[src/rtl/jtag_unit_pkg.sv]
package jtag_unit_pkg;

    localparam int IR_W = 8;

    typedef enum logic [3:0] {
        ST_TLR, ST_RTI,
        ST_SEL_DR, ST_CAP_DR, ST_SHF_DR, ST_EX1_DR, ST_PAU_DR, ST_EX2_DR, ST_UPD_DR,
        ST_SEL_IR, ST_CAP_IR, ST_SHF_IR, ST_EX1_IR, ST_PAU_IR, ST_EX2_IR, ST_UPD_IR
    } tap_state_t;

    localparam logic [IR_W-1:0] OP_EXTEST = 8'h00;
    localparam logic [IR_W-1:0] OP_SAMPLE = 8'h01;
    localparam logic [IR_W-1:0] OP_CONFIG = 8'hEE;
    localparam logic [IR_W-1:0] OP_CLAMP  = 8'hFA;
    localparam logic [IR_W-1:0] OP_HIGHZ  = 8'hFC;
    localparam logic [IR_W-1:0] OP_USER   = 8'hFD;
    localparam logic [IR_W-1:0] OP_IDENT  = 8'hFE;
    localparam logic [IR_W-1:0] OP_BYPASS = 8'hFF;

    typedef enum logic [2:0] {
        K_BYPASS, K_SAMPLE, K_EXTEST, K_CLAMP, K_HIGHZ, K_IDENT, K_USER, K_CONFIG
    } instr_kind_t;

    typedef enum logic [1:0] { DR_BYP, DR_ID, DR_USER, DR_BSR } dr_pick_t;

    function automatic instr_kind_t decode_op(input logic [IR_W-1:0] op);
        instr_kind_t k;
        case (op)
            OP_EXTEST: k = K_EXTEST;
            OP_SAMPLE: k = K_SAMPLE;
            OP_CONFIG: k = K_CONFIG;
            OP_CLAMP:  k = K_CLAMP;
            OP_HIGHZ:  k = K_HIGHZ;
            OP_USER:   k = K_USER;
            OP_IDENT:  k = K_IDENT;
            default:   k = K_BYPASS;
        endcase
        return k;
    endfunction

    function automatic dr_pick_t pick_dr(input instr_kind_t k);
        dr_pick_t p;
        unique case (k)
            K_IDENT:            p = DR_ID;
            K_USER:             p = DR_USER;
            K_EXTEST, K_SAMPLE: p = DR_BSR;
            default:            p = DR_BYP;
        endcase
        return p;
    endfunction

endpackage

[src/rtl/jtag_tap_fsm.sv]
module jtag_tap_fsm
    import jtag_unit_pkg::*;
(
    input  logic       tck,
    input  logic       trst_n,
    input  logic       tms,
    output tap_state_t state_q
);
    tap_state_t state_d;

    always_ff @(posedge tck or negedge trst_n) begin
        if (!trst_n) state_q <= ST_TLR;
        else         state_q <= state_d;
    end

    always_comb begin
        unique case (state_q)
            ST_TLR:    state_d = tms ? ST_TLR    : ST_RTI;
            ST_RTI:    state_d = tms ? ST_SEL_DR : ST_RTI;
            ST_SEL_DR: state_d = tms ? ST_SEL_IR : ST_CAP_DR;
            ST_CAP_DR: state_d = tms ? ST_EX1_DR : ST_SHF_DR;
            ST_SHF_DR: state_d = tms ? ST_EX1_DR : ST_SHF_DR;
            ST_EX1_DR: state_d = tms ? ST_UPD_DR : ST_PAU_DR;
            ST_PAU_DR: state_d = tms ? ST_EX2_DR : ST_PAU_DR;
            ST_EX2_DR: state_d = tms ? ST_UPD_DR : ST_SHF_DR;
            ST_UPD_DR: state_d = tms ? ST_SEL_DR : ST_RTI;
            ST_SEL_IR: state_d = tms ? ST_TLR    : ST_CAP_IR;
            ST_CAP_IR: state_d = tms ? ST_EX1_IR : ST_SHF_IR;
            ST_SHF_IR: state_d = tms ? ST_EX1_IR : ST_SHF_IR;
            ST_EX1_IR: state_d = tms ? ST_UPD_IR : ST_PAU_IR;
            ST_PAU_IR: state_d = tms ? ST_EX2_IR : ST_PAU_IR;
            ST_EX2_IR: state_d = tms ? ST_UPD_IR : ST_SHF_IR;
            ST_UPD_IR: state_d = tms ? ST_SEL_DR : ST_RTI;
        endcase
    end
endmodule

[src/rtl/jtag_scan_reg.sv]
module jtag_scan_reg #(
    parameter int           W         = 32,
    parameter logic [W-1:0] RESET_VAL = '0
) (
    input  logic         tck,
    input  logic         trst_n,
    input  logic         cap_en,
    input  logic         shf_en,
    input  logic [W-1:0] cap_val,
    input  logic         tdi,
    output logic         so
);
    logic [W-1:0] sr_q;

    generate
        if (W == 1) begin : g_single
            always_ff @(posedge tck or negedge trst_n) begin
                if (!trst_n)     sr_q <= RESET_VAL;
                else if (cap_en) sr_q <= cap_val;
                else if (shf_en) sr_q <= tdi;
            end
        end else begin : g_multi
            always_ff @(posedge tck or negedge trst_n) begin
                if (!trst_n)     sr_q <= RESET_VAL;
                else if (cap_en) sr_q <= cap_val;
                else if (shf_en) sr_q <= {tdi, sr_q[W-1:1]};
            end
        end
    endgenerate

    assign so = sr_q[0];
endmodule

[src/rtl/jtag_ir_unit.sv]
module jtag_ir_unit
    import jtag_unit_pkg::*;
(
    input  logic            tck,
    input  logic            trst_n,
    input  tap_state_t      state_q,
    input  logic            tdi,
    input  logic            isp_active,
    input  logic            secure_set,
    output logic [IR_W-1:0] ir_q,
    output logic            ir_so
);
    logic [IR_W-1:0] ir_sr_q;
    logic [IR_W-1:0] cap_pat;

    assign cap_pat = {{(IR_W-5){1'b0}}, isp_active, secure_set, 1'b0, 2'b01};

    always_ff @(posedge tck or negedge trst_n) begin
        if (!trst_n) begin
            ir_sr_q <= '0;
        end else if (state_q == ST_CAP_IR) begin
            ir_sr_q <= cap_pat;
        end else if (state_q == ST_SHF_IR) begin
            ir_sr_q <= {tdi, ir_sr_q[IR_W-1:1]};
        end
    end

    always_ff @(posedge tck or negedge trst_n) begin
        if (!trst_n)                    ir_q <= OP_IDENT;
        else if (state_q == ST_TLR)     ir_q <= OP_IDENT;
        else if (state_q == ST_UPD_IR)  ir_q <= ir_sr_q;
    end

    assign ir_so = ir_sr_q[0];
endmodule

[src/rtl/jtag_dr_unit.sv]
module jtag_dr_unit
    import jtag_unit_pkg::*;
#(
    parameter int          DR_W        = 32,
    parameter logic [3:0]  ID_VERSION  = 4'h0,
    parameter logic [7:0]  ID_FAMILY   = 8'h50,
    parameter logic [7:0]  ID_PRODUCT  = 8'h26,
    parameter logic [10:0] ID_MAKER    = 11'h049
) (
    input  logic            tck,
    input  logic            trst_n,
    input  tap_state_t      state_q,
    input  dr_pick_t        pick,
    input  logic            tdi,
    input  logic            ucode_valid,
    input  logic [DR_W-1:0] ucode_value,
    input  logic            bsr_so,
    output logic            dr_so
);
    localparam logic [DR_W-1:0] ID_WORD = {ID_VERSION, ID_FAMILY, ID_PRODUCT, ID_MAKER, 1'b1};
    localparam int N_REG = 3;

    logic            cap_st, shf_st;
    logic [N_REG-1:0] reg_so;
    logic [DR_W-1:0] user_cap;

    assign cap_st   = (state_q == ST_CAP_DR);
    assign shf_st   = (state_q == ST_SHF_DR);
    assign user_cap = ucode_valid ? ucode_value : '1;

    generate
        for (genvar g = 0; g < N_REG; g++) begin : g_reg
            if (g == 0) begin : g_byp
                jtag_scan_reg #(.W(1), .RESET_VAL(1'b0)) u_reg (
                    .tck(tck), .trst_n(trst_n),
                    .cap_en(cap_st && pick == DR_BYP),
                    .shf_en(shf_st && pick == DR_BYP),
                    .cap_val(1'b0), .tdi(tdi), .so(reg_so[g]));
            end else if (g == 1) begin : g_id
                jtag_scan_reg #(.W(DR_W), .RESET_VAL(ID_WORD)) u_reg (
                    .tck(tck), .trst_n(trst_n),
                    .cap_en(cap_st && pick == DR_ID),
                    .shf_en(shf_st && pick == DR_ID),
                    .cap_val(ID_WORD), .tdi(tdi), .so(reg_so[g]));
            end else begin : g_user
                jtag_scan_reg #(.W(DR_W), .RESET_VAL('1)) u_reg (
                    .tck(tck), .trst_n(trst_n),
                    .cap_en(cap_st && pick == DR_USER),
                    .shf_en(shf_st && pick == DR_USER),
                    .cap_val(user_cap), .tdi(tdi), .so(reg_so[g]));
            end
        end
    endgenerate

    always_comb begin
        unique case (pick)
            DR_BYP:  dr_so = reg_so[0];
            DR_ID:   dr_so = reg_so[1];
            DR_USER: dr_so = reg_so[2];
            DR_BSR:  dr_so = bsr_so;
        endcase
    end
endmodule

[src/rtl/jtag_cfg_pulse.sv]
module jtag_cfg_pulse
    import jtag_unit_pkg::*;
#(
    parameter int CF_CYCLES = 4
) (
    input  logic       tck,
    input  logic       trst_n,
    input  tap_state_t state_q,
    input  logic       cfg_active,
    output logic       pull_low
);
    localparam int CNT_W = $clog2(CF_CYCLES + 1);

    logic             was_idle_q;
    logic [CNT_W-1:0] cnt_q;
    logic             start;

    assign start = (state_q == ST_RTI) && !was_idle_q && cfg_active;

    always_ff @(posedge tck or negedge trst_n) begin
        if (!trst_n) begin
            was_idle_q <= 1'b0;
            cnt_q      <= '0;
        end else begin
            was_idle_q <= (state_q == ST_RTI);
            if (start && cnt_q == '0) cnt_q <= CNT_W'(CF_CYCLES);
            else if (cnt_q != '0)     cnt_q <= cnt_q - 1'b1;
        end
    end

    assign pull_low = (cnt_q != '0);
endmodule

[src/rtl/jtag_unit_top.sv]
module jtag_unit_top
    import jtag_unit_pkg::*;
#(
    parameter int          DR_W       = 32,
    parameter int          CF_CYCLES  = 4,
    parameter logic [3:0]  ID_VERSION = 4'h0,
    parameter logic [7:0]  ID_FAMILY  = 8'h50,
    parameter logic [7:0]  ID_PRODUCT = 8'h26,
    parameter logic [10:0] ID_MAKER   = 11'h049
) (
    input  logic            tck,
    input  logic            trst_n,
    input  logic            tms,
    input  logic            tdi,
    input  logic            isp_active,
    input  logic            secure_set,
    input  logic            ucode_valid,
    input  logic [DR_W-1:0] ucode_value,
    input  logic            bsr_so,
    output logic            tdo,
    output logic            tdo_en,
    output logic            cfg_pull_low,
    output logic            bsr_sel,
    output logic            bsr_capture,
    output logic            bsr_shift,
    output logic            bsr_update,
    output logic            extest_on,
    output logic            clamp_on,
    output logic            highz_on
);
    tap_state_t      state_q;
    logic [IR_W-1:0] ir_q;
    logic            ir_so, dr_so;
    instr_kind_t     kind;
    dr_pick_t        pick;

    jtag_tap_fsm u_fsm (.tck(tck), .trst_n(trst_n), .tms(tms), .state_q(state_q));

    jtag_ir_unit u_ir (
        .tck(tck), .trst_n(trst_n), .state_q(state_q), .tdi(tdi),
        .isp_active(isp_active), .secure_set(secure_set),
        .ir_q(ir_q), .ir_so(ir_so));

    assign kind = decode_op(ir_q);
    assign pick = pick_dr(kind);

    jtag_dr_unit #(
        .DR_W(DR_W), .ID_VERSION(ID_VERSION), .ID_FAMILY(ID_FAMILY),
        .ID_PRODUCT(ID_PRODUCT), .ID_MAKER(ID_MAKER)
    ) u_dr (
        .tck(tck), .trst_n(trst_n), .state_q(state_q), .pick(pick), .tdi(tdi),
        .ucode_valid(ucode_valid), .ucode_value(ucode_value),
        .bsr_so(bsr_so), .dr_so(dr_so));

    jtag_cfg_pulse #(.CF_CYCLES(CF_CYCLES)) u_cf (
        .tck(tck), .trst_n(trst_n), .state_q(state_q),
        .cfg_active(kind == K_CONFIG), .pull_low(cfg_pull_low));

    // Output retiming on the falling edge of the test clock.
    always_ff @(negedge tck or negedge trst_n) begin
        if (!trst_n) begin
            tdo    <= 1'b0;
            tdo_en <= 1'b0;
        end else begin
            tdo    <= (state_q == ST_SHF_IR) ? ir_so : dr_so;
            tdo_en <= (state_q == ST_SHF_IR) || (state_q == ST_SHF_DR);
        end
    end

    always_comb begin
        bsr_sel     = (pick == DR_BSR);
        bsr_capture = bsr_sel && (state_q == ST_CAP_DR);
        bsr_shift   = bsr_sel && (state_q == ST_SHF_DR);
        bsr_update  = bsr_sel && (state_q == ST_UPD_DR);
        extest_on   = (kind == K_EXTEST);
        clamp_on    = (kind == K_CLAMP);
        highz_on    = (kind == K_HIGHZ);
    end
endmodule

[config.mk]
export PLATFORM = sky130hd
export DESIGN_NAME = jtag_unit_top
export DESIGN_NICKNAME = d
export VERILOG_FILES = /design/src/rtl/jtag_unit_pkg.sv /design/src/rtl/jtag_tap_fsm.sv /design/src/rtl/jtag_scan_reg.sv /design/src/rtl/jtag_ir_unit.sv /design/src/rtl/jtag_dr_unit.sv /design/src/rtl/jtag_cfg_pulse.sv /design/src/rtl/jtag_unit_top.sv
export SDC_FILE = /design/constraint.sdc
export NUM_CORES = 1
export LEC_CHECK = 0
export BUFFER_PORTS_ARGS = -buffer_cell sky130_fd_sc_hd__buf_2
export CORE_MARGIN = 2
export CORE_UTILIZATION = 58
export CTS_CLUSTER_DIAMETER = 120
export DETAILED_ROUTE_END_ITERATION = 7
export GPL_TIMING_DRIVEN = 1
export HOLD_SLACK_MARGIN = 0.06
export PLACE_DENSITY = 0.79
export SETUP_SLACK_MARGIN = 0.4
export SLEW_MARGIN = 15
export SYNTH_ARGS = -nofsm -noshare
export SYNTH_HDL_FRONTEND = slang
export SYNTH_SLANG_ARGS = --single-unit
export TNS_END_PERCENT = 50
[constraint.sdc]
create_clock -name tck -period 4.1 [get_ports tck]
set_input_delay 1.23 -clock tck [delete_from_list [all_inputs] [get_ports tck]]
set_output_delay 1.23 -clock tck [all_outputs]
set_load 0.02 [all_outputs]
After elaboration in Yosys (flattened, before gate mapping) --
Index checks and enable logic that the tools add are counted. W data, S select, Z words.
Cells by class: $add $sub $neg 1, equal/unequal tests 31, multiplexer cells 30, reduce and logical (&&, ||, !) cells 29
Operators with widths (number):
- $mux W32 | 5
- $pmux W4 S12 | 1
- $eq A8 B8 Y1 const B | 5
- $eq A4 B4 Y1 const B | 8
- $mux W8 | 4
- $pmux W3 S7 | 1
- $eq A4 B3 Y1 const B | 4
- $mux W4 | 4
- $eq A3 B3 Y1 const B | 4
- $logic_and A1 B1 Y1 | 12
- $mux W3 | 4
- $reduce_bool A2 Y1 | 6
- $eq A4 B2 Y1 const B | 2
- $eq A8 B1 Y1 const B | 1
- $logic_not A8 Y1 | 1
- $eq A3 B2 Y1 const B | 2
- $mux W1 | 6
- $mux W2 | 3
- $pmux W2 S3 | 1
- $reduce_or A2 Y1 | 3
- $eq A2 B2 Y1 const B | 2
- $eq A4 B1 Y1 const B | 1
- $logic_not A4 Y1 | 1
- $pmux W1 S4 | 1
- other kinds (9) | 9
Word-level totals: register bits 91, input port bits 40, output and inout port bits 10, word-level logic and storage cells 101

Longest topological paths before layout --
depth in word-level cells 9, depth in mapped cells 12, depth with buffers taken out 9

By module --
A second synthesis with hierarchy kept.
Second synthesis, totals: cells, all modules 503, area, all modules 5074.9 sq um
Modules (own cells, without submodules):
- jtag_scan_reg at u_dr.g_reg[2].g_user.u_reg | times used 1, cells an instance 139, area an instance 1555.2 sq um
- jtag_scan_reg at u_dr.g_reg[1].g_id.u_reg | times used 1, cells an instance 139, area an instance 1526.5 sq um
- jtag_ir_unit | times used 1, cells an instance 72, area an instance 742.0 sq um
- jtag_unit_top | times used 1, cells an instance 45, area an instance 365.4 sq um
- jtag_tap_fsm | times used 1, cells an instance 37, area an instance 314.1 sq um
- jtag_dr_unit | times used 1, cells an instance 48, area an instance 309.0 sq um
- jtag_cfg_pulse | times used 1, cells an instance 19, area an instance 219.0 sq um
- jtag_scan_reg at u_dr.g_reg[0].g_byp.u_reg | times used 1, cells an instance 4, area an instance 43.8 sq um

==> flow_metrics.py <==
metrics = {
    "timing": {
        "drv_slew": 0,
        "finalHoldViolCount": 0,
        "finClkSkew_ns": 0.02860,
        "max_slew_margin_pct": 28.84,
        "finalSetupTns_ns": -0.6124,
        "finalSetupViolCount": 6,
        "rsz0062_at_grt": "true",
        "fin_ws_ns": -0.3848,
        "tightest_slew_ns": 1.065,
    },
    "power_and_ir_drop": {
        "total_leakage_power_nw": 2.524,
        "p_total_w": 0.004466,
        "p_comb_share_pct": 55.8,
        "p_seq_share_pct": 30.5,
        "switching_power_w": 0.001837,
        "power_density_nw_per_um2": 849.6,
        "peakVddDrop_mv": 0.4575,
        "p_sw_share_pct": 41.12,
        "p_int_w": 0.002629,
        "pwr-share-clk_pct": 13.7,
    },
    "critical_path": {
        "cp.required_ns": 2.40,
        "max_stage_delay_ns": 0.54,
        "cp_max_fo": 4,
        "critPathArrivalTime_ns": 2.78,
        "worstReg2RegStart": "u_ir.ir_q[3]$_DFFE_PN1P_",
        "path_delay_family": "simple AND/OR/NAND/NOR gates",
        "cp_cell_sequence": "or4_4 > nor3_4 > a32o_2 > ha_4 > or3b_4 > a211o_1 > a211oi_2",
        "startpoint_type": "flop",
        "r2r_cells": 7,
        "endpoint_kind": "flop",
        "crit_slowest_cell": "or4_4",
        "r2r_slack_ns": -0.38,
        "path_buf_inv": 0,
        "critPathKind": "reg2reg",
        "regToRegEndpoint": "tdo$_DFF_NN0_",
    },
    "clock_network": {
        "holdBufCountCts": 0,
        "clkTransAtPathRegs_ns": 0.09,
        "clock_path_buffers": 2,
        "cts_tree": "yes",
        "postCtsSetupBuffers": 0,
        "cts_buffers": 9,
        "cts.sinks": 91,
        "cts_root_buffer": "clkbuf_8",
        "clk-insertion-delay-late_ns": 0.37,
        "htree_num_levels": 3,
    },
    "layout": {
        "final_util_pct": 69.10,
        "n_antenna_cell": 0,
        "drive_above_1_share_pct": 36.33,
        "nNetsFinal": 520,
        "fill_cells": 584,
        "area.growth.synth_to_final_pct": 16.86,
    },
    "worst_hold_path": {
        "hold_depth": 2,
        "min_from": "u_dr.g_reg[2].g_user.u_reg.sr_q[31]$_DFFE_PN1P_",
        "hold_end": "u_dr.g_reg[2].g_user.u_reg.sr_q[31]$_DFFE_PN1P_",
        "hold_path.class": "reg2reg",
    },
    "global_routing": {
        "grt_pass1_wl_mm": 15.85,
        "grt_overflow": 0,
        "antenna_found_initial": 0,
        "track_usage_pct": 23.48,
        "first_global_vias": 3373,
        "grt_max_degree": 46,
    },
    "routing": {
        "dr.pass1.iters": 4,
        "via_per_inst": 5.835,
        "drt_iter0_markers": 153,
        "vias": 3390,
        "totalWireLength_mm": 9.524,
        "avgRoutedWirePerCell_um": 16.39,
        "drc_errors": 0,
        "final_antenna_net_count": 0,
    },
    "synthesis": {
        "ys_seq_area_share_pct": 51.96,
        "ys_async_sr_fraction_pct": 100.0,
        "syn_area_um2": 4498,
        "ys_types": 58,
        "synth.avg_cell_area_um2": 11.02,
        "yosys_warnings": 0,
        "synth-seq-cells": 91,
        "synth_ff_type": "dfstp_2",
        "synth_edf_count": 0,
        "netlist_instances": 408,
        "synthesis.nets": 454,
    },
    "placement": {
        "dpl.hpwl_mm": 6.421,
        "port_buffers": 49,
        "globalplace.congestion": 0.9631,
    },
    "die": {
        "die_w_um": 92.07,
        "die_h_um": 92.07,
        "ios": 50,
        "row_count": 32,
        "core_um2": 7607,
        "initial_core_util_pct": 59.13,
        "die-area_um2": 8476,
    },
    "flow_run": {
        "maxCapViolCount": 0,
    },
    "status": {
        "violations": "setup timing",
        "run_status": "finished, violations left",
    },
}
-- worst min-delay path, cell delays in order (launching register included) --
cell     delay, ns
dfstp_2       0.38
inv_1         0.04
mux2i_1       0.05
-- cells by family (layout without fill, tap and decap cells) --
| logic type | after synthesis | in the layout | share of synthesized area, % |
|---|---|---|---|
| fa+ha+maj | 7 | 7 | 1.891 |
| buf+inv | 75 | 146 | 8.372 |
| simple gates | 71 | 71 | 8.457 |
| mux | 36 | 36 | 8.067 |
| compound gates | 127 | 127 | 21.06 |
| xor+xnor | 1 | 1 | 0.1948 |
| flops | 91 | 91 | 51.96 |
-- layout make-up --
| cell class | instances | area (µm²) | area share [%] |
|---|---|---|---|
| Inverter | 44 | 165.2 | 3.142 |
| Timing Repair Buffer | 86 | 554.3 | 10.55 |
| Tap cell | 102 | 127.6 | 2.428 |
| Multi-Input combinational cell | 242 | 1872 | 35.61 |
| Clock inverter | 6 | 51.30 | 0.9760 |
| Clock buffer | 10 | 148.9 | 2.833 |
| Sequential cell | 91 | 2337 | 44.47 |
-- worst max path at each step --
| stage | start | slack, ns | end | depth (start not counted) |
|---|---|---|---|---|
| 2_1_floorplan | u_ir.ir_q[7]$_DFFE_PN1P_ | -0.47 | tdo$_DFF_NN0_ | 8 |
| 3_3_place_gp | u_ir.ir_q[7]$_DFFE_PN1P_ | -0.41 | tdo$_DFF_NN0_ | 7 |
| 3_5_place_dp | u_ir.ir_q[7]$_DFFE_PN1P_ | -0.51 | tdo$_DFF_NN0_ | 7 |
| 4_1_cts | u_ir.ir_q[3]$_DFFE_PN1P_ | -0.39 | tdo$_DFF_NN0_ | 7 |
| 5_1_grt | u_ir.ir_q[3]$_DFFE_PN1P_ | -0.50 | tdo$_DFF_NN0_ | 8 |
| 6_report | u_ir.ir_q[3]$_DFFE_PN1P_ | -0.38 | tdo$_DFF_NN0_ | 7 |
-- synthesized netlist by cell type (all sizes together), types with 2 or more instances --
cell type  number  area [µm²]
a211o           2       17.52
a211oi          5       37.54
a21oi           6       30.03
a221oi          2       17.52
a22o           30       262.8
a22oi           8       60.06
a31o            2       17.52
a31oi           3       31.28
and4            2       17.52
buf            18       161.4
clkbuf         13       50.04
dfrtn           2       50.05
dfrtp          41        1026
dfstp          48        1261
ha              6       75.07
inv            44       165.2
mux2            2       22.52
mux2i          34       340.3
nand2          14       52.55
nand2b          2       12.51
nand3           4       20.02
nor2           20       75.07
nor2b           6       37.54
nor3            7       35.03
nor3b           2       15.01
nor4b           2       17.52
o2111a          3       33.78
o2111ai         2       23.77
o21ai          17       85.08
o22a            8       70.07
o22ai          33       206.5
or2             2       12.52
-- stage by stage --
step / worst slack [ns] / hold WS [ns] / cell area [µm²] / std cells
after floorplan: -0.4669 / 0.4438 / 4518 / 408
after global placement: -0.4125 / 0.4522 / 4950 / 565
after detailed placement: -0.5075 / 0.4569 / 4950 / 565
after CTS: -0.3931 / 0.4702 / 5243 / 581
after global routing: -0.4972 / 0.4883 / 5256 / 581
final: -0.3848 / 0.4723 / 5256 / 581
-- power groups by stage --
stage | clock (W) | combinational [W] | sequential [W]
6_report | 0.000610 | 0.00249 | 0.00136
3_3_place_gp | 0 | 0.00218 | 0.00136
4_1_cts | 0.000620 | 0.00244 | 0.00136
2_1_floorplan | 0 | 0.00157 | 0.00133
3_5_place_dp | 0 | 0.00223 | 0.00137
5_1_grt | 0.000657 | 0.00274 | 0.00139
-- routing by layer --
| metal | vias to the layer above | wire length (µm) | global-route usage, % |
|---|---|---|---|
| li1 | 1617 | - | - |
| met1 | 1682 | 4374 | 32.20 |
| met2 | 77 | 4536 | 37.75 |
| met3 | 14 | 510 | 5.259 |
| met4 | 0 | 104 | 6.841 |
| met5 | - | 0 | 0 |
-- sequential cells by signal (all words and copies together), names as in the netlist --
| signal | flops |
|---|---|
| tdo_en | 1 |
| u_dr.g.g_user.u_reg.sr_q | 32 |
| u_dr.g.g_byp.u_reg.so | 1 |
| u_ir.ir_q | 8 |
| u_dr.g.g_id.u_reg.sr_q | 32 |
| u_fsm.state_q | 4 |
| u_ir.ir_sr_q | 8 |
| tdo | 1 |
| u_cf.cnt_q | 3 |
| u_cf.was_idle_q | 1 |
-- what timing repair did --
action	in CTS	in global routing
hold endpoints to repair	0	0
gates resized for setup	20	6
cloned	0	0
pin swaps	9	4
setup endpoints to repair	8	9
-- layout by cell type, fill, tap and decap left out, drive strengths merged, types with 10 or more instances in the layout --
cell type | Yosys | routed
dfstp | 48 | 48
dfrtp | 41 | 41
a22o | 30 | 30
clkbuf | 13 | 10
mux2i | 34 | 34
inv | 44 | 48
buf | 18 | 86
nand2 | 14 | 14
nor2 | 20 | 20
o22ai | 33 | 33
o21ai | 17 | 17
(Power assumes the default switching activity.)
